**src/rtl/ilink_pkg.sv**
```systemverilog
package ilink_pkg;

   typedef enum logic [1:0] {
      BS_IDLE = 2'd0,
      BS_LOW  = 2'd1,
      BS_HIGH = 2'd2,
      BS_RSVD = 2'd3
   } bus_sym_e;

   typedef enum logic [2:0] {
      OM_NORMAL   = 3'd0,
      OM_STANDBY  = 3'd1,
      OM_SLEEP    = 3'd2,
      OM_POWEROFF = 3'd3,
      OM_RESET    = 3'd4
   } op_mode_e;

   localparam int unsigned WIRES = 2;

endpackage

```
**src/rtl/ilink_sync.sv**
```systemverilog
module ilink_sync #(
   parameter int unsigned WIDTH  = 2,
   parameter int unsigned STAGES = 2,
   parameter logic        INIT   = 1'b1
) (
   input  logic             clk,
   input  logic             rst_n,
   input  logic [WIDTH-1:0] async_i,
   output logic [WIDTH-1:0] sync_o
);

   localparam logic [WIDTH-1:0] INIT_VEC = {WIDTH{INIT}};

   generate
      if (STAGES < 2) begin : g_bad_depth
         $error("ilink_sync: STAGES must be at least 2");
      end
   endgenerate

   logic [WIDTH-1:0] chain [STAGES];

   genvar st;
   generate
      for (st = 0; st < STAGES; st++) begin : g_stage
         if (st == 0) begin : g_first
            always_ff @(posedge clk or negedge rst_n) begin
               if (!rst_n) chain[0] <= INIT_VEC;
               else        chain[0] <= async_i;
            end
         end else begin : g_next
            always_ff @(posedge clk or negedge rst_n) begin
               if (!rst_n) chain[st] <= INIT_VEC;
               else        chain[st] <= chain[st-1];
            end
         end
      end
   endgenerate

   assign sync_o = chain[STAGES-1];

endmodule

```
**src/rtl/ilink_encoder.sv**
```systemverilog
module ilink_encoder
   import ilink_pkg::*;
#(
   parameter bit REG_OUT = 1'b1
) (
   input  logic             clk,
   input  logic             rst_n,
   input  logic             tx_en_i,
   input  bus_sym_e         sym_i,
   output logic [WIRES-1:0] pull_o
);

   logic [WIRES-1:0] pull_next;

   always_comb begin
      pull_next = '0;
      if (tx_en_i) begin
         unique case (sym_i)
            BS_LOW:  pull_next = 2'b01;
            BS_HIGH: pull_next = 2'b10;
            default: pull_next = 2'b00;
         endcase
      end
   end

   generate
      if (REG_OUT) begin : g_reg
         logic [WIRES-1:0] pull_q;
         always_ff @(posedge clk or negedge rst_n) begin
            if (!rst_n) pull_q <= '0;
            else        pull_q <= pull_next;
         end
         assign pull_o = pull_q;

         // a low symbol pulls wire 0 only
         p_low_sym_wire0_r1: assert property (@(posedge clk) disable iff (!rst_n)
            (tx_en_i && sym_i == BS_LOW) |=> (pull_o == 2'b01));
         // a high symbol pulls wire 1 only
         p_high_sym_wire1_r2: assert property (@(posedge clk) disable iff (!rst_n)
            (tx_en_i && sym_i == BS_HIGH) |=> (pull_o == 2'b10));
         // gated sender releases both wires
         p_release_gated_r4: assert property (@(posedge clk) disable iff (!rst_n)
            (!tx_en_i) |=> (pull_o == 2'b00));
      end else begin : g_comb
         assign pull_o = pull_next;
         always_comb begin
            // no wire pulled while gated
            p_release_comb_r4: assert (tx_en_i || pull_o == 2'b00);
         end
      end
   endgenerate

endmodule

```
**src/rtl/ilink_decoder.sv**
```systemverilog
module ilink_decoder
   import ilink_pkg::*;
(
   input  logic             clk,
   input  logic             rst_n,
   input  logic             rx_en_i,
   input  logic [WIRES-1:0] lvl_i,
   output bus_sym_e         sym_o,
   output logic             coll_o,
   output logic             act_o
);

   logic [WIRES-1:0] lvl_prev;
   logic [WIRES-1:0] fall;
   logic             both_low, both_low_prev, both_high;
   bus_sym_e         sym_q, sym_next;
   logic             coll_q, act_q;

   always_ff @(posedge clk or negedge rst_n) begin
      if (!rst_n) lvl_prev <= '1;
      else        lvl_prev <= lvl_i;
   end

   genvar w;
   generate
      for (w = 0; w < WIRES; w++) begin : g_edge
         assign fall[w] = lvl_prev[w] & ~lvl_i[w];
      end
   endgenerate

   assign both_low      = ~|lvl_i;
   assign both_low_prev = ~|lvl_prev;
   assign both_high     = &lvl_i;

   always_comb begin
      sym_next = sym_q;
      if (!rx_en_i)      sym_next = BS_IDLE;
      else if (both_low) sym_next = BS_LOW;
      else if (fall[0])  sym_next = BS_LOW;
      else if (fall[1])  sym_next = BS_HIGH;
      else if (both_high) sym_next = BS_IDLE;
   end

   always_ff @(posedge clk or negedge rst_n) begin
      if (!rst_n) begin
         sym_q  <= BS_IDLE;
         coll_q <= 1'b0;
         act_q  <= 1'b0;
      end else begin
         sym_q  <= sym_next;
         coll_q <= rx_en_i & both_low & ~both_low_prev;
         act_q  <= rx_en_i & (|fall);
      end
   end

   assign sym_o  = sym_q;
   assign coll_o = coll_q;
   assign act_o  = act_q;

   // collision is a single-clock pulse
   p_coll_single_r8: assert property (@(posedge clk) disable iff (!rst_n)
      coll_o |=> !coll_o);
   // a collision reports the low symbol
   p_coll_low_sym_r8: assert property (@(posedge clk) disable iff (!rst_n)
      coll_o |-> (sym_o == BS_LOW));
   // disabled receiver stays quiet
   p_rx_off_quiet_r10: assert property (@(posedge clk) disable iff (!rst_n)
      (!rx_en_i) |=> (sym_o == BS_IDLE && !coll_o && !act_o));
   // activity needs a receiver enabled on the previous clock
   p_act_needs_en_r9: assert property (@(posedge clk) disable iff (!rst_n)
      $rose(act_o) |-> $past(rx_en_i));

endmodule

```
**src/rtl/ilink_port.sv**
```systemverilog
module ilink_port
   import ilink_pkg::*;
#(
   parameter int unsigned SYNC_STAGES = 2,
   parameter bit          REG_OUT     = 1'b1
) (
   input  logic       clk,
   input  logic       rst_n,
   input  logic       drive_dir_i,
   input  logic [2:0] op_mode_i,
   input  logic [1:0] bus_state_i,
   input  logic [1:0] link_lvl_i,
   output logic [1:0] link_pull_o,
   output logic [1:0] rx_state_o,
   output logic       collision_o,
   output logic       activity_o
);

   generate
      if (SYNC_STAGES < 2) begin : g_bad_sync
         $error("ilink_port: SYNC_STAGES must be at least 2");
      end
   endgenerate

   logic             mode_normal;
   logic             tx_en, rx_en;
   logic [WIRES-1:0] lvl_sync;
   bus_sym_e         rx_sym;

   assign mode_normal = (op_mode_i == OM_NORMAL);
   assign tx_en       = drive_dir_i & mode_normal;
   assign rx_en       = ~drive_dir_i & mode_normal;

   ilink_encoder #(
      .REG_OUT (REG_OUT)
   ) u_enc (
      .clk     (clk),
      .rst_n   (rst_n),
      .tx_en_i (tx_en),
      .sym_i   (bus_sym_e'(bus_state_i)),
      .pull_o  (link_pull_o)
   );

   ilink_sync #(
      .WIDTH  (WIRES),
      .STAGES (SYNC_STAGES),
      .INIT   (1'b1)
   ) u_sync (
      .clk     (clk),
      .rst_n   (rst_n),
      .async_i (link_lvl_i),
      .sync_o  (lvl_sync)
   );

   ilink_decoder u_dec (
      .clk     (clk),
      .rst_n   (rst_n),
      .rx_en_i (rx_en),
      .lvl_i   (lvl_sync),
      .sym_o   (rx_sym),
      .coll_o  (collision_o),
      .act_o   (activity_o)
   );

   assign rx_state_o = rx_sym;

   // the sender never pulls both wires at once
   always_comb begin
      p_one_wire_max_r1: assert (!(link_pull_o[0] && link_pull_o[1]));
   end

endmodule

```
**config.mk**
```make
export PLATFORM = sky130hd
export DESIGN_NAME = ilink_port
export DESIGN_NICKNAME = d
export VERILOG_FILES = /design/src/rtl/ilink_pkg.sv /design/src/rtl/ilink_sync.sv /design/src/rtl/ilink_encoder.sv /design/src/rtl/ilink_decoder.sv /design/src/rtl/ilink_port.sv
export SDC_FILE = /design/constraint.sdc
export NUM_CORES = 1
export LEC_CHECK = 0
export ABC_AREA = 1
export BUFFER_PORTS_ARGS = -buffer_cell sky130_fd_sc_hd__buf_4
export CAP_MARGIN = 30
export CORE_AREA = 2 2 39 41
export CTS_BUF_LIST = sky130_fd_sc_hd__clkbuf_8
export DETAILED_ROUTE_END_ITERATION = 10
export DIE_AREA = 0 0 41 43
export HOLD_SLACK_MARGIN = 0.1
export SYNTH_ARGS = -nofsm -noshare
export SYNTH_HDL_FRONTEND = slang
export SYNTH_SLANG_ARGS = --single-unit
```
**constraint.sdc**
```tcl
create_clock -name clk -period 3 [get_ports clk]
set_input_delay 0.45 -clock clk [delete_from_list [all_inputs] [get_ports clk]]
set_output_delay 0.45 -clock clk [all_outputs]
set_load 0.01 [all_outputs]
```
==> Word-level counts from Yosys, hierarchy flattened <==
Index checks and enable logic that the tools add are counted.
Widths: inputs -> output; s select.
{ "classes": {"eq_ne": 3, "mux": 7, "bitwise_logic": 10, "n_reduce_logical": 6} }
{ "ops": {"columns": ["cell", "count"], "rows": [
  ["$mux 2", 6],
  ["$and 1x1->1", 7],
  ["$reduce_or 2->1", 3],
  ["$ne 5x5->1 const B", 1],
  ["$pmux 2 s2", 1],
  ["$logic_not 3->1", 1],
  ["$not 1->1", 3],
  ["$eq 2x1->1 const B", 1],
  ["$eq 2x2->1 const B", 1],
  ["$reduce_and 2->1", 1],
  ["$logic_not 1->1", 1]
]} }
{ "totals": {"regBits": 12, "inputBits": 10, "elab_cells": 33} }

==> Longest topological paths before layout <==
{ "depth": {"ltp_word": 6, "depth_mapped": 6} }

==> Cells and area by module <==
A second synthesis with hierarchy kept.
{ "unflattened": {"cells_unflattened": 43, "hier_area_um2": 456.7} }
{ "by_module_without_submodules": {"columns": ["module", "n_inst", "cells_each", "area_per_inst_um2", "seq_area_each_um2"], "rows": [
  ["ilink_decoder", 1, 25, 249.0, 152.6],
  ["ilink_sync", 1, 6, 120.1, 105.1],
  ["ilink_encoder", 1, 6, 65.1, 50.0],
  ["ilink_port", 1, 6, 22.5, 0.0]
]} }

==> Least setup slack after synthesis <==
Ideal clock, no wire load.
{ "synth_timing": {"path_type": "register to register", "startpoint": "register u_sync.chain (netlist bit u_sync.sync_o[0])", "endpoint": "register u_dec.sym_q[0] (netlist: u_dec.sym_o[0])", "setup_time_ns": 0.065, "arrival_ns": 0.897, "setup_slack_ns": 2.038, "path_stages_with_launch": 7, "path_buffers": 0, "path_cell_list": "dfstp_2 inv_2 nand2_4 nand2_2 nor2_2 nand3_1 nand2_1"} }
{ "synth_between": {"elab_chain_cells": 5} }
{ "synth_lines": {"columns": ["element", "line", "rtl"], "rows": [
  ["start: declaration", "ilink_sync.sv:20", "logic [WIDTH-1:0] chain [STAGES];"],
  ["start signal: indexed assignment", "ilink_sync.sv:33", "else chain[st] <= chain[st-1];"],
  ["$not 1->1", "ilink_decoder.sv:27", "assign fall[w] = lvl_prev[w] & ~lvl_i[w];"],
  ["$and 1x1->1", "ilink_decoder.sv:27", null],
  ["$mux 2", "ilink_decoder.sv:39", "else if (fall[0]) sym_next = BS_LOW;"],
  ["$mux 2", "ilink_decoder.sv:38", "else if (both_low) sym_next = BS_LOW;"],
  ["$mux 2", "ilink_decoder.sv:37", "if (!rx_en_i) sym_next = BS_IDLE;"],
  ["end signal: assignment", "ilink_decoder.sv:50", "sym_q <= sym_next;"],
  ["end: declaration", "ilink_decoder.sv:16", "bus_sym_e sym_q, sym_next;"]
]} }
Several ways; a longest one is shown, not always the timed one.
A chain may end at the register's enable or synchronous reset.

==> Final worst setup path <==
{ "layout_timing": {"startpoint": "register u_dec.sym_q[0] (netlist: u_dec.sym_o[0])", "endpoint": "output port rx_state_o[0]"} }
{ "layout_rtl": {"columns": ["element", "line", "rtl"], "rows": [
  ["end: declaration", "ilink_port.sv:14", "output logic [1:0] rx_state_o,"]
]} }
No word-level cell between the ends.

==> flow_summary.ini <==
[outcome]
status = finished, final reports clean

[route]
drtIter0Drc = 4
first_pass_iters = 2
wl_per_cell_um = 10.3
wl_um = 812
drc_errors = 0
vias = 352
viasPerCell = 4.46
ant_nets = 0

[worst_setup_path]
end_kind = output port
path_cells = buf_4
crit_arrival_ns = 0.75
path_buf_inv = 1
required_ns = 2.55
max_stage_delay_ns = 0.38
cp-start-kind = flop
cp_slowest_cell = dfrtp_1
critPathTopFamily = flip-flops
crit_type = reg2out
path_max_fanout = 2

[cells_and_area]
num_antenna_cells = 0
drive_above_1_share = 0.524
instances_no_fill = 79
fillers = 137
area_growth_pct = 39.3
nNetsFinal = 75

[sta]
rsz0062_at_grt = no
fin_setup_tns_ns = 0
post-route-min-period_ns = 1.20
tightest_slew_ns = 0.145
hold_viol = 0
skew_ns = 0.00509
setup_violations = 0
max-slew-margin-rel = 0.903
finalCritPeriodShare = 0.401
max_freq_ghz = 0.830
slew_violations = 0

[global_routing]
antenna_found_initial = 0
grt_start_max_net_pins = 13
grt_pass1_vias = 330
grt_overflow_total = 0
grt_pass1_wl_mm = 1.26
grt_use_total = 0.112

[yosys]
syn_area_per_cell_um2 = 10.6
synth-main-ff-cell = dfstp_2
synth_adder_area_share = 0
yosysMostFrequentCell = nand2_1
synth_edf_count = 0
synth_area_leader_cell = dfstp_2
synth_area_um2 = 468
synth-seq-cells = 12
muxShareOfSynthArea = 0
synthTopCellsByCount = nand2_1 (7), dfrtp_1 (6), dfstp_2 (6)
synth_top_family_by_area = simple AND/OR/NAND/NOR gates
synth.net_count = 54
synth-simple-area-share = 0.275
yosysUniqueCellTypes = 14
synth_warnings = 0
netlist.area_leader.share = 0.337
synth_xor_xnor_area_share = 0
synth-seq-area-share = 0.658
synth.area.top_cells = dfstp_2 (34%), dfrtp_1 (32%), nand2_1 (5.6%)
syn_inst = 44
async_flop_share = 1.00
synth_compound_area_frac = 0.0107

[clock_tree]
clock_latency_ns = 0.24
cts_buffer_depth = 2
clk_pin_slew_ns = 0.05
htreeDepth = 1
cts_inserted_buffers = 3
cts_root_buf = clkbuf_8
postCtsSetupBuffers = 0
cts_num_sinks = 12
cts_tree = built

[place]
portBuffers = 15
dp_cells = 75
hpwlAfterDp_um = 614
gp_congestion = 0.678

[die]
die-area_um2 = 1760
initial_core_util = 0.338
die_y_um = 43
core-area_um2 = 1380
io_pins = 16
die_w_um = 41
rows = 14

[power_and_ir_drop]
peakVddDrop_v = 0.000296
total_power_uw = 346
powerDensity_nw_per_um2 = 532
leakagePower_nw = 0.344

[flow_run]
maxCapViolCount = 0

[hold_path]
hp-class = in2reg
==> state kept, by name (all words and copies together), names as in the netlist <==
register        flops
u_dec.lvl_prev      2
u_dec.coll_o        1
u_sync.chain        2
u_dec.act_o         1
u_sync.sync_o       2
u_enc.pull_o        2
u_dec.sym_o         2
==> worst paths after layout <==
check | startpoint | endpoint | slack, ns | cells past startpoint
max | u_dec.sym_o[0] | rx_state_o[0] | 1.80 | 1
min | link_lvl_i[1] | u_sync.chain[3] | 0.31 | 1
max reg2reg | u_sync.sync_o[0] | u_dec.sym_o[0] | 1.95 | 6
min reg2reg | u_sync.chain[2] | u_sync.sync_o[0] | 0.36 | 0
max in group asynchronous | rst_n | u_sync.sync_o[1] | 2.19 | 2
min in group asynchronous | rst_n | u_dec.sym_o[1] | 0.58 | 2
==> per-stage QoR <==
stage	hold WS (ns)	util	setup WS (ns)	cell area, um^2
3_3_place_gp	0.295	0.434	1.92	601
2_1_floorplan	0.154	-	2.04	468
3_5_place_dp	0.294	0.434	1.91	601
5_1_grt	0.309	0.471	1.76	652
4_1_cts	0.310	0.471	1.78	652
6_report	0.314	0.471	1.80	652
==> cells in the final DEF (no fill, tap or decap) <==
master	synthesis	final
buf_4	0	15
nand2_1	7	7
nand2_2	4	4
clkbuf_8	0	3
nor2_4	1	1
dfrtp_1	6	6
dlygate4sd3_1	0	1
inv_2	2	2
nor2_2	1	1
dfstp_2	6	6
inv_1	5	5
a21oi_1	1	1
nor2_1	3	3
nor3_1	2	2
nand4_1	2	2
nand2_4	1	1
nand3_1	3	3
==> report_power, final <==
part	switching [mW]	internal (mW)	total (mW)	leakage (nW)
Sequential	0.00319	0.171	0.174	0.147
Combinational	0.0153	0.0143	0.0296	0.176
Clock	0.0550	0.0881	0.143	0.0216
Total	0.0735	0.273	0.346	0.344
==> per-layer routing <==
| layer | GRT usage | part of all wire |
|---|---|---|
| met4 | 0.0600 | 0.015 |
| met5 | 0 | 0 |
| met2 | 0.184 | 0.52 |
| met3 | 0.0471 | 0.043 |
| met1 | 0.111 | 0.42 |
==> cells by family (layout without fill, tap and decap cells) <==
| kind of cell | Yosys count | in the layout |
|---|---|---|
| AND/OR/NAND/NOR | 24 | 24 |
| AO/OA/AOI/OAI | 1 | 1 |
| buffers and inverters | 7 | 26 |
| flip-flops | 12 | 12 |
==> what timing repair did <==
item | CTS | global route
resized for setup | 0 | 0
hold buffers | 1 | 0
hold endpoints to repair | 6 | 0
==> cell type report <==
cell class	instances	area, um^2	area share
sequential	12	308	0.472
timing repair buffer	16	123	0.188
clock buffer	3	41.3	0.0633
tap	16	20.0	0.0307
inverter	7	26.3	0.0403
multi-input combinational	25	134	0.205
Note: power is estimated with default switching activity, not from simulation.
